### src/rtl/i2c_slave_fifo.sv
module i2c_slave_fifo #(
  parameter int DEPTH = 2
) (
  input  logic       clk,
  input  logic       rst_n,
  input  logic       scl_i,
  input  logic       sda_i,
  output logic       sda_oe,
  input  logic       wr_en,
  input  logic       rd_en,
  input  logic [2:0] addr,
  input  logic [7:0] wdata,
  output logic [7:0] rdata,
  input  logic       flush_tx,
  input  logic       flush_rx,
  output logic       irq
);
  localparam int AW = (DEPTH > 2) ? $clog2(DEPTH) : 1;
  localparam int CW = $clog2(DEPTH + 1);
  localparam logic [CW-1:0] FULL = CW'(DEPTH);

  typedef enum logic [2:0] {S_IDLE, S_ADDR, S_AACK, S_RX, S_DACK, S_TX, S_MACK} st_t;

  function automatic logic [AW-1:0] nxt(input logic [AW-1:0] p);
    return (p == AW'(DEPTH - 1)) ? '0 : p + 1'b1;
  endfunction

  // line synchronisers and edge events
  logic [2:0] scl_s, sda_s;
  always_ff @(posedge clk or negedge rst_n)
    if (!rst_n) begin
      scl_s <= 3'b111;
      sda_s <= 3'b111;
    end else begin
      scl_s <= {scl_s[1:0], scl_i};
      sda_s <= {sda_s[1:0], sda_i};
    end

  logic sda_v, scl_rise, scl_fall, start_c, stop_c;
  assign sda_v    = sda_s[1];
  assign scl_rise = scl_s[1] & ~scl_s[2];
  assign scl_fall = ~scl_s[1] & scl_s[2];
  assign start_c  = scl_s[1] & scl_s[2] & sda_s[2] & ~sda_s[1];
  assign stop_c   = scl_s[1] & scl_s[2] & ~sda_s[2] & sda_s[1];

  // host registers
  logic [7:0] ids [4];
  logic [2:0] ctrl;
  logic       rx_ie, tx_ie, early_en;
  assign {early_en, tx_ie, rx_ie} = ctrl;

  always_ff @(posedge clk or negedge rst_n)
    if (!rst_n) begin
      ctrl <= '0;
      for (int i = 0; i < 4; i++) ids[i] <= '0;
    end else if (wr_en) begin
      if (addr == 3'd3) ctrl <= wdata[2:0];
      if (addr[2]) ids[addr[1:0]] <= wdata;
    end

  // state
  st_t        state;
  logic [2:0] cnt;
  logic [7:0] sh;
  logic       drv, ph, nak, rw;
  logic       tx_req, uflow, early_q, early_done;

  // transmit queue
  logic [7:0]    txm [DEPTH];
  logic [AW-1:0] tx_wp, tx_rp;
  logic [CW-1:0] tx_cnt;
  logic          tx_push, tx_pop, tx_empty, load;
  logic [7:0]    tx_byte;

  assign tx_empty = (tx_cnt == '0);
  assign tx_push  = wr_en && addr == 3'd1 && tx_cnt != FULL;
  assign load     = scl_fall && ((state == S_AACK && ph && rw) || state == S_MACK);
  assign tx_pop   = load && !tx_empty;
  assign tx_byte  = tx_empty ? 8'hFF : txm[tx_rp];

  always_ff @(posedge clk)
    if (tx_push) txm[tx_wp] <= wdata;

  always_ff @(posedge clk or negedge rst_n)
    if (!rst_n) begin
      tx_wp <= '0; tx_rp <= '0; tx_cnt <= '0;
    end else if (flush_tx) begin
      tx_wp <= '0; tx_rp <= '0; tx_cnt <= '0;
    end else begin
      if (tx_push) tx_wp <= nxt(tx_wp);
      if (tx_pop)  tx_rp <= nxt(tx_rp);
      tx_cnt <= tx_cnt + CW'(tx_push) - CW'(tx_pop);
    end

  // receive queue
  logic [7:0]    rxm [DEPTH];
  logic [AW-1:0] rx_wp, rx_rp;
  logic [CW-1:0] rx_cnt;
  logic          rx_push, rx_pop, rx_any;

  assign rx_any  = (rx_cnt != '0);
  assign rx_pop  = rd_en && addr == 3'd0 && rx_any;
  assign rx_push = state == S_RX && scl_rise && cnt == 3'd7 && rx_cnt != FULL;

  always_ff @(posedge clk)
    if (rx_push) rxm[rx_wp] <= {sh[6:0], sda_v};

  always_ff @(posedge clk or negedge rst_n)
    if (!rst_n) begin
      rx_wp <= '0; rx_rp <= '0; rx_cnt <= '0;
    end else if (flush_rx) begin
      rx_wp <= '0; rx_rp <= '0; rx_cnt <= '0;
    end else begin
      if (rx_push) rx_wp <= nxt(rx_wp);
      if (rx_pop)  rx_rp <= nxt(rx_rp);
      rx_cnt <= rx_cnt + CW'(rx_push) - CW'(rx_pop);
    end

  // address compare
  logic [3:0] hit_v;
  logic       addr_hit, rw_edge, early_set, stat_rd;
  for (genvar g = 0; g < 4; g++) begin : g_cmp
    assign hit_v[g] = (ids[g][6:0] == sh[6:0]);
  end
  assign addr_hit  = |hit_v;
  assign rw_edge   = state == S_ADDR && scl_rise && cnt == 3'd7 && addr_hit;
  assign early_set = rw_edge && !sda_v && early_en && !early_done;
  assign stat_rd   = rd_en && addr == 3'd2;

  // bus state machine
  always_ff @(posedge clk or negedge rst_n)
    if (!rst_n) begin
      state <= S_IDLE; cnt <= '0; sh <= '0;
      drv <= 1'b0; ph <= 1'b0; nak <= 1'b0; rw <= 1'b0;
      tx_req <= 1'b0; uflow <= 1'b0;
    end else if (start_c || stop_c) begin
      state  <= start_c ? S_ADDR : S_IDLE;
      cnt    <= '0;
      drv    <= 1'b0;
      ph     <= 1'b0;
      tx_req <= 1'b0;
      uflow  <= 1'b0;
    end else begin
      case (state)
        S_ADDR: if (scl_rise) begin
          sh  <= {sh[6:0], sda_v};
          cnt <= cnt + 3'd1;
          if (cnt == 3'd7) begin
            if (addr_hit) begin
              state <= S_AACK;
              rw    <= sda_v;
              nak   <= 1'b0;
              if (sda_v && early_en) tx_req <= 1'b1;
              if (sda_v && tx_empty) uflow  <= 1'b1;
            end else begin
              state <= S_IDLE;
            end
          end
        end
        S_AACK: if (scl_fall) begin
          if (!ph) begin
            ph  <= 1'b1;
            drv <= 1'b1;
            if (rw && !early_en) tx_req <= 1'b1;
          end else begin
            ph  <= 1'b0;
            cnt <= '0;
            if (rw) begin
              sh    <= tx_byte;
              drv   <= ~tx_byte[7];
              state <= S_TX;
            end else begin
              drv   <= 1'b0;
              state <= S_RX;
            end
          end
        end
        S_RX: if (scl_rise) begin
          sh  <= {sh[6:0], sda_v};
          cnt <= cnt + 3'd1;
          if (cnt == 3'd7) begin
            nak   <= (rx_cnt == FULL);
            state <= S_DACK;
          end
        end
        S_DACK: if (scl_fall) begin
          if (!ph) begin
            ph  <= 1'b1;
            drv <= ~nak;
          end else begin
            ph    <= 1'b0;
            drv   <= 1'b0;
            cnt   <= '0;
            state <= S_RX;
          end
        end
        S_TX: if (scl_fall) begin
          cnt <= cnt + 3'd1;
          if (cnt == 3'd7) begin
            drv   <= 1'b0;
            state <= S_MACK;
          end else begin
            sh  <= {sh[6:0], 1'b0};
            drv <= ~sh[6];
          end
        end
        S_MACK: begin
          if (scl_rise && sda_v) begin
            state <= S_IDLE;
          end else if (scl_fall) begin
            sh    <= tx_byte;
            drv   <= ~tx_byte[7];
            cnt   <= '0;
            state <= S_TX;
          end
        end
        default: ;
      endcase
    end

  // early-transmit flag
  always_ff @(posedge clk or negedge rst_n)
    if (!rst_n) begin
      early_q    <= 1'b0;
      early_done <= 1'b0;
    end else begin
      if (start_c || stop_c) early_done <= 1'b0;
      else if (early_set)    early_done <= 1'b1;
      if (early_set)         early_q <= 1'b1;
      else if (stat_rd)      early_q <= 1'b0;
    end

  // outputs
  logic [7:0] status;
  assign status = {4'b0, (early_en ? early_q : tx_empty), uflow, tx_req, rx_any};
  assign sda_oe = drv;
  assign irq    = (rx_ie & rx_any) | (tx_ie & tx_req);

  always_comb begin
    case (addr)
      3'd0:    rdata = rx_any ? rxm[rx_rp] : 8'h00;
      3'd2:    rdata = status;
      3'd3:    rdata = {5'b0, ctrl};
      3'd4, 3'd5, 3'd6, 3'd7: rdata = ids[addr[1:0]];
      default: rdata = 8'h00;
    endcase
  end
endmodule

### config.mk
export PLATFORM = sky130hd
export DESIGN_NAME = i2c_slave_fifo
export DESIGN_NICKNAME = d
export VERILOG_FILES = /design/src/rtl/i2c_slave_fifo.sv
export SDC_FILE = /design/constraint.sdc
export NUM_CORES = 1
export LEC_CHECK = 0
export ABC_AREA = 1
export BUFFER_PORTS_ARGS = -buffer_cell sky130_fd_sc_hd__buf_4
export CORE_MARGIN = 3
export CORE_UTILIZATION = 66
export DETAILED_ROUTE_END_ITERATION = 10
export PLACE_DENSITY = 0.85
export SLEW_MARGIN = 20
export SYNTH_ARGS = -nofsm -noshare
export SYNTH_HDL_FRONTEND = slang
export SYNTH_SLANG_ARGS = --single-unit
### constraint.sdc
create_clock -name clk -period 5.7 [get_ports clk]
set_clock_uncertainty 0.05 [all_clocks]
set_input_delay 0.57 -clock clk [delete_from_list [all_inputs] [get_ports clk]]
set_output_delay 0.57 -clock clk [all_outputs]
set_load 0.03 [all_outputs]
# --- Word level (Yosys, flattened, before mapping) ---
# Memories as Yosys holds them, arrays and structs flattened.
# Cells that the tools add are included.
totals:
  reg_bits: 70
  ramBits: 32
  n_memories: 2
  input_bits: 19
  output_inout_bits: 10
  elab_cells: 278
op_classes:
  bitwise: 19
  n_reduce_logical: 66
  n_mux: 102
  n_addsub: 9
  n_eq_ne: 54
  order_cmp: 2
memory_table:
  columns: ["memory", "depth", "width", "read_ports", "rd_ports_with_merged_regs", "wr", "line_no", "rtl"]
  rows:
  - ["rxm", 2, 8, 1, 0, 1, "96", "logic [7:0] rxm [DEPTH];"]
  - ["txm", 2, 8, 1, 0, 1, "69", "logic [7:0] txm [DEPTH];"]
op_table:
  columns: ["operator", "n"]
  rows:
  - ["$mux 3", 21]
  - ["$mux 7", 8]
  - ["$mux 1", 55]
  - ["$mux 8", 5]
  - ["$bwmux 32", 1]
  - ["$pmux 8 s4", 1]
  - ["$reduce_bool 2->1", 15]
  - ["$eq 7x7->1", 4]
  - ["$pmux 7 s4", 1]
  - ["$eq 3x3->1 const B", 8]
  - ["$ne 2x2->1 const B", 12]
  - ["$logic_and 1x1->1", 23]
  - ["$ne 3x1->1 const B", 7]
  - ["$ne 3x2->1 const B", 7]
  - ["$pmux 3 s6", 1]
  - ["$bmux 8 s2", 1]
  - ["$demux 8 s2", 1]
  - ["$ne 3x3->1 const B", 5]
  - ["$reduce_and 7->1", 2]
  - ["$eq 3x2->1 const B", 4]
  - ["$pmux 3 s4", 1]
  - ["$reduce_and 12->1", 1]
  - ["$reduce_and 10->1", 1]
  - ["$reduce_and 5->1", 2]
  - ["30 further kinds", 65]

# --- Depth between registers and ports, before layout ---
# Gate-level depths: netlist of the first run.
depth:
  word_depth: 10
  mapped_depth: 13

# --- Worst setup path before layout of the first run ---
# Ideal clock, no wire load.
synth_path:
  path_type: "input to output"
  startpoint: "input port addr[1]"
  endpoint: "output port rdata[1]"
  required_ns: 5.080
  path_stages: 4
  slack_ns: 3.092
  path_buffers: 1
  arrival_ns: 1.988
  cell_sequence: "buf_2 nor2_4 nand3_1 o311ai_1"
synth_via:
  elab_chain_cells: 5
synth_rtl:
  columns: ["element", "line_no", "rtl"]
  rows:
  - ["from (decl)", "11", "input logic [2:0] addr,"]
  - ["$not 2->3 (implied by the code)", "244", "3'd4, 3'd5, 3'd6, 3'd7: rdata = ids[addr[1:0]];"]
  - ["$bmux 8 s2", "244", null]
  - ["$mux 8 (implied by the code) (2 in a row)", "244", null]
  - ["$pmux 8 s4 *", "240", "case (addr)"]
  - ["to (decl)", "13", "output logic [7:0] rdata,"]
# Mark *: on every way between the ends. The rest lies on a longest branch, timed or not. The select of a mux whose other input is x is not followed.

# --- Final worst setup path of the first run ---
layout_path:
  startpoint: "input port addr[0]"
  endpoint: "output port rdata[3]"
# Same word-level chain as after synthesis.

==> results of run 1 <==
## routing by layer
metal  wire, um  share of wire [%]  global-route usage (%)  vias up
li1           -                  -                       -     2065
met1       5426                 44                   41.40     2062
met2       5787                 47                   46.98      190
met3        952                7.7                   5.737       24
met4        235                1.9                   9.615        0
met5          0                  0                       0        -
## worst max-delay path by stage
stage	cells after the start	to	slack, ns
floorplan	4	rdata[1]	3.09
global placement	5	rdata[1]	3.35
detailed placement	5	rdata[2]	3.20
CTS	7	rdata[3]	3.21
global route	8	rxm[1][3]	3.00
finish	7	rdata[3]	3.20
## cell families (layout without fill, tap and decap cells)
logic type / count (synthesis) / in the layout / synth area share (%)
mux: 6 / 6 / 1.154
fa+ha+maj: 6 / 6 / 1.442
buf+inv: 94 / 125 / 7.115
simple gates: 297 / 297 / 23.44
xor+xnor: 15 / 15 / 2.524
flops: 102 / 102 / 52.26
compound gates: 101 / 101 / 12.07
## power by group through the flow
stage | clock network, mW | registers [mW] | logic, mW
CTS | 0.487 | 1.02 | 0.717
finish | 0.479 | 1.03 | 0.724
detailed placement | 0 | 1.04 | 0.712
floorplan | 0 | 0.978 | 0.580
global placement | 0 | 1.03 | 0.687
global route | 0.513 | 1.04 | 0.817
## cell usage after synthesis (7+ instances only)
library cell / instances
inv_2: 8
nor2_1: 57
nor3_1: 9
o21ai_1: 7
inv_1: 71
nand2_1: 187
nand3_1: 26
a21oi_1: 9
edfxtp_1: 32
dfrtp_1: 64
o21ai_2: 7
o21ai_0: 50
buf_2: 8
xnor2_1: 12
a22oi_1: 11
## area by class of cell
type | count | share of cell area, %
Timing Repair Buffer | 28 | 3.698
Clock buffer | 9 | 2.179
Clock inverter | 7 | 1.541
Multi-Input combinational cell | 425 | 37.20
Tap cell | 99 | 2.179
Inverter | 81 | 5.349
Sequential cell | 102 | 47.85
## registers in the layout (all words and copies together), names as in the netlist, 2 cells and up
register and cells:
cnt 3, ctrl 3, ids 32, rx_cnt 2
rxm 16, scl_s 3, sda_s 3, sh 7
state 3, tx_cnt 2, txm 16
## stage by stage
step / utilization (%) / total power [mW] / area [um^2] / std cells / hold WS, ns
6_report: 76.33 / 2.233 / 5684 / 751 / 0.2343
5_1_grt: 76.33 / 2.373 / 5684 / 751 / 0.2217
4_1_cts: 76.33 / 2.227 / 5684 / 751 / 0.2274
3_5_place_dp: 73.49 / 1.750 / 5473 / 735 / 0.2992
3_3_place_gp: 73.49 / 1.721 / 5473 / 735 / 0.2966
2_1_floorplan: - / 1.558 / 5205 / 621 / 0.2244
## layout by cell type (no fill, tap or decap), types with 2 or more instances in the layout
| cell type | netlist | final |
|---|---|---|
| nor3_1 | 9 | 9 |
| nor2_4 | 3 | 3 |
| a21oi_1 | 9 | 9 |
| o211ai_1 | 4 | 4 |
| nand3_1 | 26 | 26 |
| xnor2_1 | 12 | 12 |
| nor2_1 | 57 | 57 |
| clkbuf_8 | 0 | 9 |
| dfstp_2 | 6 | 6 |
| o311ai_1 | 2 | 2 |
| inv_6 | 0 | 2 |
| o21ai_0 | 50 | 50 |
| edfxtp_1 | 32 | 32 |
| nand2_2 | 6 | 6 |
| o221ai_1 | 5 | 5 |
| nand4_1 | 3 | 3 |
| o21ai_2 | 7 | 7 |
| dfrtp_1 | 64 | 64 |
| clkinv_1 | 2 | 2 |
| clkinv_4 | 0 | 2 |
| nand2_1 | 187 | 187 |
| nor2_2 | 4 | 4 |
| a22oi_1 | 11 | 11 |
| ha_1 | 6 | 6 |
| xor2_1 | 3 | 3 |
| inv_1 | 71 | 71 |
| mux2i_1 | 6 | 6 |
| buf_4 | 0 | 28 |
| inv_2 | 8 | 8 |
| o21ai_1 | 7 | 7 |
| inv_8 | 0 | 2 |
==> results.py, run 1 <==
metrics = {
    "outcome": {
        "outcome": "completed",
    },
    "cts": {
        "cts_buffers": 9,
        "clock_sinks": 102,
        "clk_latency_ns": 0.38,
        "cts_setup_buffers": 0,
        "cts_root_buf": "clkbuf_8",
        "clk_pin_slew_ns": 0.11,
        "cts.path.max_buffers": 2,
        "ctsHtreeMaxLevel": 3,
        "cts_tree": "yes",
        "cts_resized": 0,
        "cts_hold_buf": 0,
    },
    "logic_synthesis": {
        "netlist-cell-type-count": 37,
        "syn_area_per_cell_um2": 8.382,
        "synth_area_leaders": "dfrtp_1 31%, edfxtp_1 18%, nand2_1 13%",
        "yosysWarnings": 0,
        "netlist_instances": 621,
        "syn_nets": 646,
        "ys_seq_area_share_pct": 52.26,
        "synth_edf_count": 32,
        "yosysTopAreaCellShare_pct": 30.77,
        "synth-seq-cells": 102,
        "async_flop_share_pct": 68.63,
        "syn_area_um2": 5205,
        "synth_top_cell_by_area": "dfrtp_1",
        "synth_ff_type": "dfrtp_1",
    },
    "cells_and_area": {
        "antenna_cells": 0,
        "drive_gt1_share_pct": 12.27,
        "multi_input_area_um2": 2115,
        "area_growth_pct": 9.207,
        "nets": 672,
        "fill_cells": 562,
        "regArea_um2": 2720,
    },
    "sta": {
        "slew_headroom_pct": 30.84,
        "setup_viol": 0,
        "worstMarginPinSlew_ns": 1.034,
        "final.setup.worst_slack_ns": 3.200,
        "slew_viol_final": 0,
        "fin_setup_tns_ns": 0,
        "fin_crit_sh_pct": 43.86,
        "fmax_mhz": 400.0,
        "hold_violations": 0,
        "rsz0062_at_grt": "no",
        "fin_crit_ns": 2.500,
    },
    "die": {
        "die_h_um": 94.81,
        "rows": 31,
        "io-pin-count": 29,
        "die_w_um": 94.81,
        "coreArea_um2": 7447,
        "start_util_pct": 69.89,
        "dieArea_um2": 8988,
    },
    "worst_setup_path": {
        "path_buf_inv": 3,
        "path_cells": "buf_4 -> inv_1 -> nand2_1 -> nor2_1 -> o21ai_0 -> o221ai_1 -> buf_4",
        "path_class": "primary input to primary output",
        "critPathLaunch": "addr[0]",
        "endpoint_kind": "primary output",
        "rr_endpoint": "rxm[1][7]",
        "critPathMaxFanout": 6,
        "crit_top_cell": "buf_4",
        "worst_path_max_delay_cell": "nor2_1",
        "worstPathArrival_ns": 1.88,
        "rrSetupSlack_ns": 3.30,
        "cpLargestDelayFamily": "buffers and inverters",
        "worst_setup_path_start_kind": "primary input",
        "critPathMaxStageDelay_ns": 0.27,
        "r2r_cells": 8,
        "r2r_start": "cnt[0]",
        "crit_required_ns": 5.08,
    },
    "power_and_ir_drop": {
        "combPwrFrac_pct": 32.4,
        "switchingPower_mw": 0.8804,
        "pwr-share-seq_pct": 46.1,
        "power_density_nw_per_um2": 392.9,
        "switching_share_pct": 39.42,
        "pwr-share-clk_pct": 21.5,
        "ir_drop_v": 0.0002652,
        "p_int_mw": 1.353,
        "p_leak_nw": 2.632,
    },
    "run": {
        "cap_violations": 0,
    },
    "routing": {
        "num_vias": 4341,
        "first_pass_iters": 5,
        "drc": 0,
        "via_per_inst": 5.780,
        "wl_per_cell_um": 16.51,
        "wirelength_mm": 12.40,
        "postRouteAntennaNets": 0,
        "drtIter0Drc": 289,
    },
    "hold_path": {
        "min_to": "scl_s[0]",
        "hold_depth": 1,
        "holdCritPathClass": "primary input to flop",
        "hp-start": "scl_i",
    },
    "place": {
        "gp_congestion": 0.9193,
        "io_buffers": 28,
        "dpl_worst_slack_ns": 3.202,
        "dpl.hpwl_mm": 9.346,
    },
    "global_route": {
        "grt_max_degree": 71,
        "overflow": 0,
        "antenna_found_initial": 0,
        "grt_first_pass_wirelength_mm": 19.89,
        "grt_pass1_vias": 3977,
        "track_usage_pct": 29.63,
    },
}
Note: power is estimated with default switching activity, not from simulation.
==> run 2, diff against run 1 <==
--- a/config.mk
+++ b/config.mk
@@ -8,9 +8,9 @@
 export ABC_AREA = 1
 export BUFFER_PORTS_ARGS = -buffer_cell sky130_fd_sc_hd__buf_4
 export CORE_MARGIN = 3
-export CORE_UTILIZATION = 66
+export CORE_UTILIZATION = 61
 export DETAILED_ROUTE_END_ITERATION = 10
-export PLACE_DENSITY = 0.85
+export PLACE_DENSITY = 0.8
 export SLEW_MARGIN = 20
 export SYNTH_ARGS = -nofsm -noshare
 export SYNTH_HDL_FRONTEND = slang
==> constraint.sdc (replaced) <==
create_clock -name clk -period 2.55 [get_ports clk]
set_clock_uncertainty 0.05 [all_clocks]
set_input_delay 0.255 -clock clk [delete_from_list [all_inputs] [get_ports clk]]
set_output_delay 0.255 -clock clk [all_outputs]
set_load 0.03 [all_outputs]
==> run 2 against run 1 <==
Sequential cell count did not move. Utilization fell by 6.5 points. Sequential share of layout area fell by 0.66 points. Hold slack got worse by 0.22 ns. Clock-buffer cell count did not move. First-iteration DRC count rose by 50%. Global-route usage fell by 3.2 points. Critical endpoint is now rx_cnt[1]. Largest cell class unchanged.
==> results.py, run 2 (synthesis gave the netlist of run 1 again) <==
metrics = {
    "outcome": {
        "outcome": "completed",
    },
    "global_route": {
        "use_met1_pct": 38.20,
        "use_met3_pct": 5.429,
        "grt_pass1_vias": 3963,
        "grt_first_pass_wirelength_mm": 20.07,
        "overflow": 0,
        "grt_max_degree": 71,
        "busiest_layer": "met2",
        "grtUsageMet2_pct": 41.08,
        "antenna_found_initial": 0,
        "track_usage_pct": 26.38,
    },
    "sta": {
        "fin_crit_sh_pct": 88.01,
        "setup_viol": 0,
        "rsz0062_at_grt": "no",
        "slew_viol_final": 0,
        "fin_setup_tns_ns": 0,
        "slew_headroom_pct": 42.10,
        "worstMarginPinSlew_ns": 0.8684,
        "fin_crit_ns": 2.244,
        "fmax_mhz": 445.6,
        "final.setup.worst_slack_ns": 0.3058,
        "hold_violations": 0,
    },
    "worst_setup_path": {
        "r2r_cells": 12,
        "rrSetupSlack_ns": 0.31,
        "worstPathArrival_ns": 2.50,
        "endpoint_kind": "flop",
        "worst_setup_path_start_kind": "flop",
        "critPathLaunch": "cnt[0]",
        "rr_endpoint": "rx_cnt[1]",
        "path_class": "flop to flop",
        "crit_required_ns": 2.81,
        "endpoint": "rx_cnt[1]",
        "critPathMaxFanout": 3,
        "r2r_start": "cnt[0]",
    },
    "cts": {
        "cts_setup_buffers": 0,
        "cts_root_buf": "clkbuf_8",
        "clk_pin_slew_ns": 0.10,
        "ctsHtreeMaxLevel": 3,
        "cts_tree": "yes",
        "cts_resized": 0,
        "cts.path.max_buffers": 2,
        "cts_buffers": 9,
        "clock_sinks": 102,
        "clk_latency_ns": 0.37,
    },
    "power_and_ir_drop": {
        "p_int_mw": 3.016,
        "switching_share_pct": 39.28,
        "pwr-share-seq_pct": 46.3,
        "combPwrFrac_pct": 32.5,
        "pwr-share-clk_pct": 21.2,
        "switchingPower_mw": 1.951,
        "ir_drop_v": 0.0003786,
        "power_density_nw_per_um2": 861.6,
        "p_leak_nw": 2.671,
    },
    "cells_and_area": {
        "largest_reg_flops": 32,
        "area_growth_pct": 10.75,
        "largestRegisters": "ids x32, rxm x16, txm x16",
        "largest-register": "ids",
        "drive_gt1_share_pct": 13.14,
        "final_cell_mix": "187 x nand2_1, 71 x inv_1, 64 x dfrtp_1",
        "layout_commonest_cell": "nand2_1",
        "nets": 682,
        "antenna_cells": 0,
    },
    "die": {
        "dieArea_um2": 9678,
        "rows": 33,
        "start_util_pct": 63.03,
        "io-pin-count": 29,
        "die_w_um": 98.38,
        "coreArea_um2": 8258,
        "die_h_um": 98.38,
    },
    "hold_path": {
        "hold_depth": 2,
        "holdCritPathClass": "primary input to flop",
    },
    "routing": {
        "postRouteAntennaNets": 0,
        "drc": 0,
        "first_pass_iters": 5,
        "wl_per_cell_um": 15.94,
        "via_per_inst": 5.656,
        "num_vias": 4338,
        "wirelength_mm": 12.23,
        "drtIter0Drc": 434,
    },
    "place": {
        "dpl.hpwl_mm": 8.974,
        "dpl_worst_slack_ns": 0.3229,
        "io_buffers": 28,
        "gp_congestion": 0.9482,
    },
    "run": {
        "cap_violations": 0,
    },
}
==> run 2: how the worst min path moves through the flow <==
stage / startpoint / end
floorplan: rst_n / cnt[0]
global placement: sda_s[0] / sda_s[1]
detailed placement: scl_s[0] / scl_s[1]
CTS: flush_rx / rx_cnt[1]
global route: flush_rx / rx_cnt[1]
finish: flush_rx / rx_cnt[1]
==> run 2: what timing repair did <==
action,CTS,global route
endpoints found under the setup margin,0,0
hold buffers,3,0
hold endpoints to repair,59,0
==> run 2: area by class of cell <==
type,instances,area (um^2)
repair buffers,38,292.8
inverters,81,304.0
multi-input cells,425,2115
fillers,672,2494
flip-flops and latches,102,2720
clock inverters,7,77.57
clock buffers,9,123.9
well taps,105,131.4
==> run 2: through the flow <==
stage          std cells  instance area [um^2]  util, %  hold WS [ns]  power (mW)
2_1_floorplan        621                  5205        -      -0.09059       3.482
3_3_place_gp         748                  5533    67.00        0.2962       3.850
3_5_place_dp         748                  5533    67.00        0.2978       3.900
4_1_cts              767                  5764    69.80      0.007191       4.944
5_1_grt              767                  5764    69.80      0.006687       5.280
6_report             767                  5764    69.80       0.01344       4.967
==> run 2: power groups by stage <==
| stage | logic, mW | registers (mW) | clock network (mW) |
|---|---|---|---|
| 4_1_cts | 1.59 | 2.29 | 1.07 |
| 3_5_place_dp | 1.58 | 2.32 | 0 |
| 2_1_floorplan | 1.30 | 2.19 | 0 |
| 3_3_place_gp | 1.54 | 2.31 | 0 |
| 5_1_grt | 1.81 | 2.34 | 1.13 |
| 6_report | 1.61 | 2.30 | 1.05 |
==> run 2: worst max-delay path: stages (launching register included) <==
cell and delay (ns):
dfrtp_1 0.39, ha_1 0.15, ha_1 0.16, inv_1 0.07
nor2_1 0.22, inv_1 0.07, nor3_1 0.22, inv_1 0.11
ha_1 0.29, inv_1 0.04, ha_1 0.17, xor2_1 0.15
nor2_1 0.09
==> run 2: metal layers <==
metal,vias to the layer above,wire [um]
met1,2049,5269
met4,0,257
met2,181,5651
met3,22,1050
met5,-,0
li1,2086,-
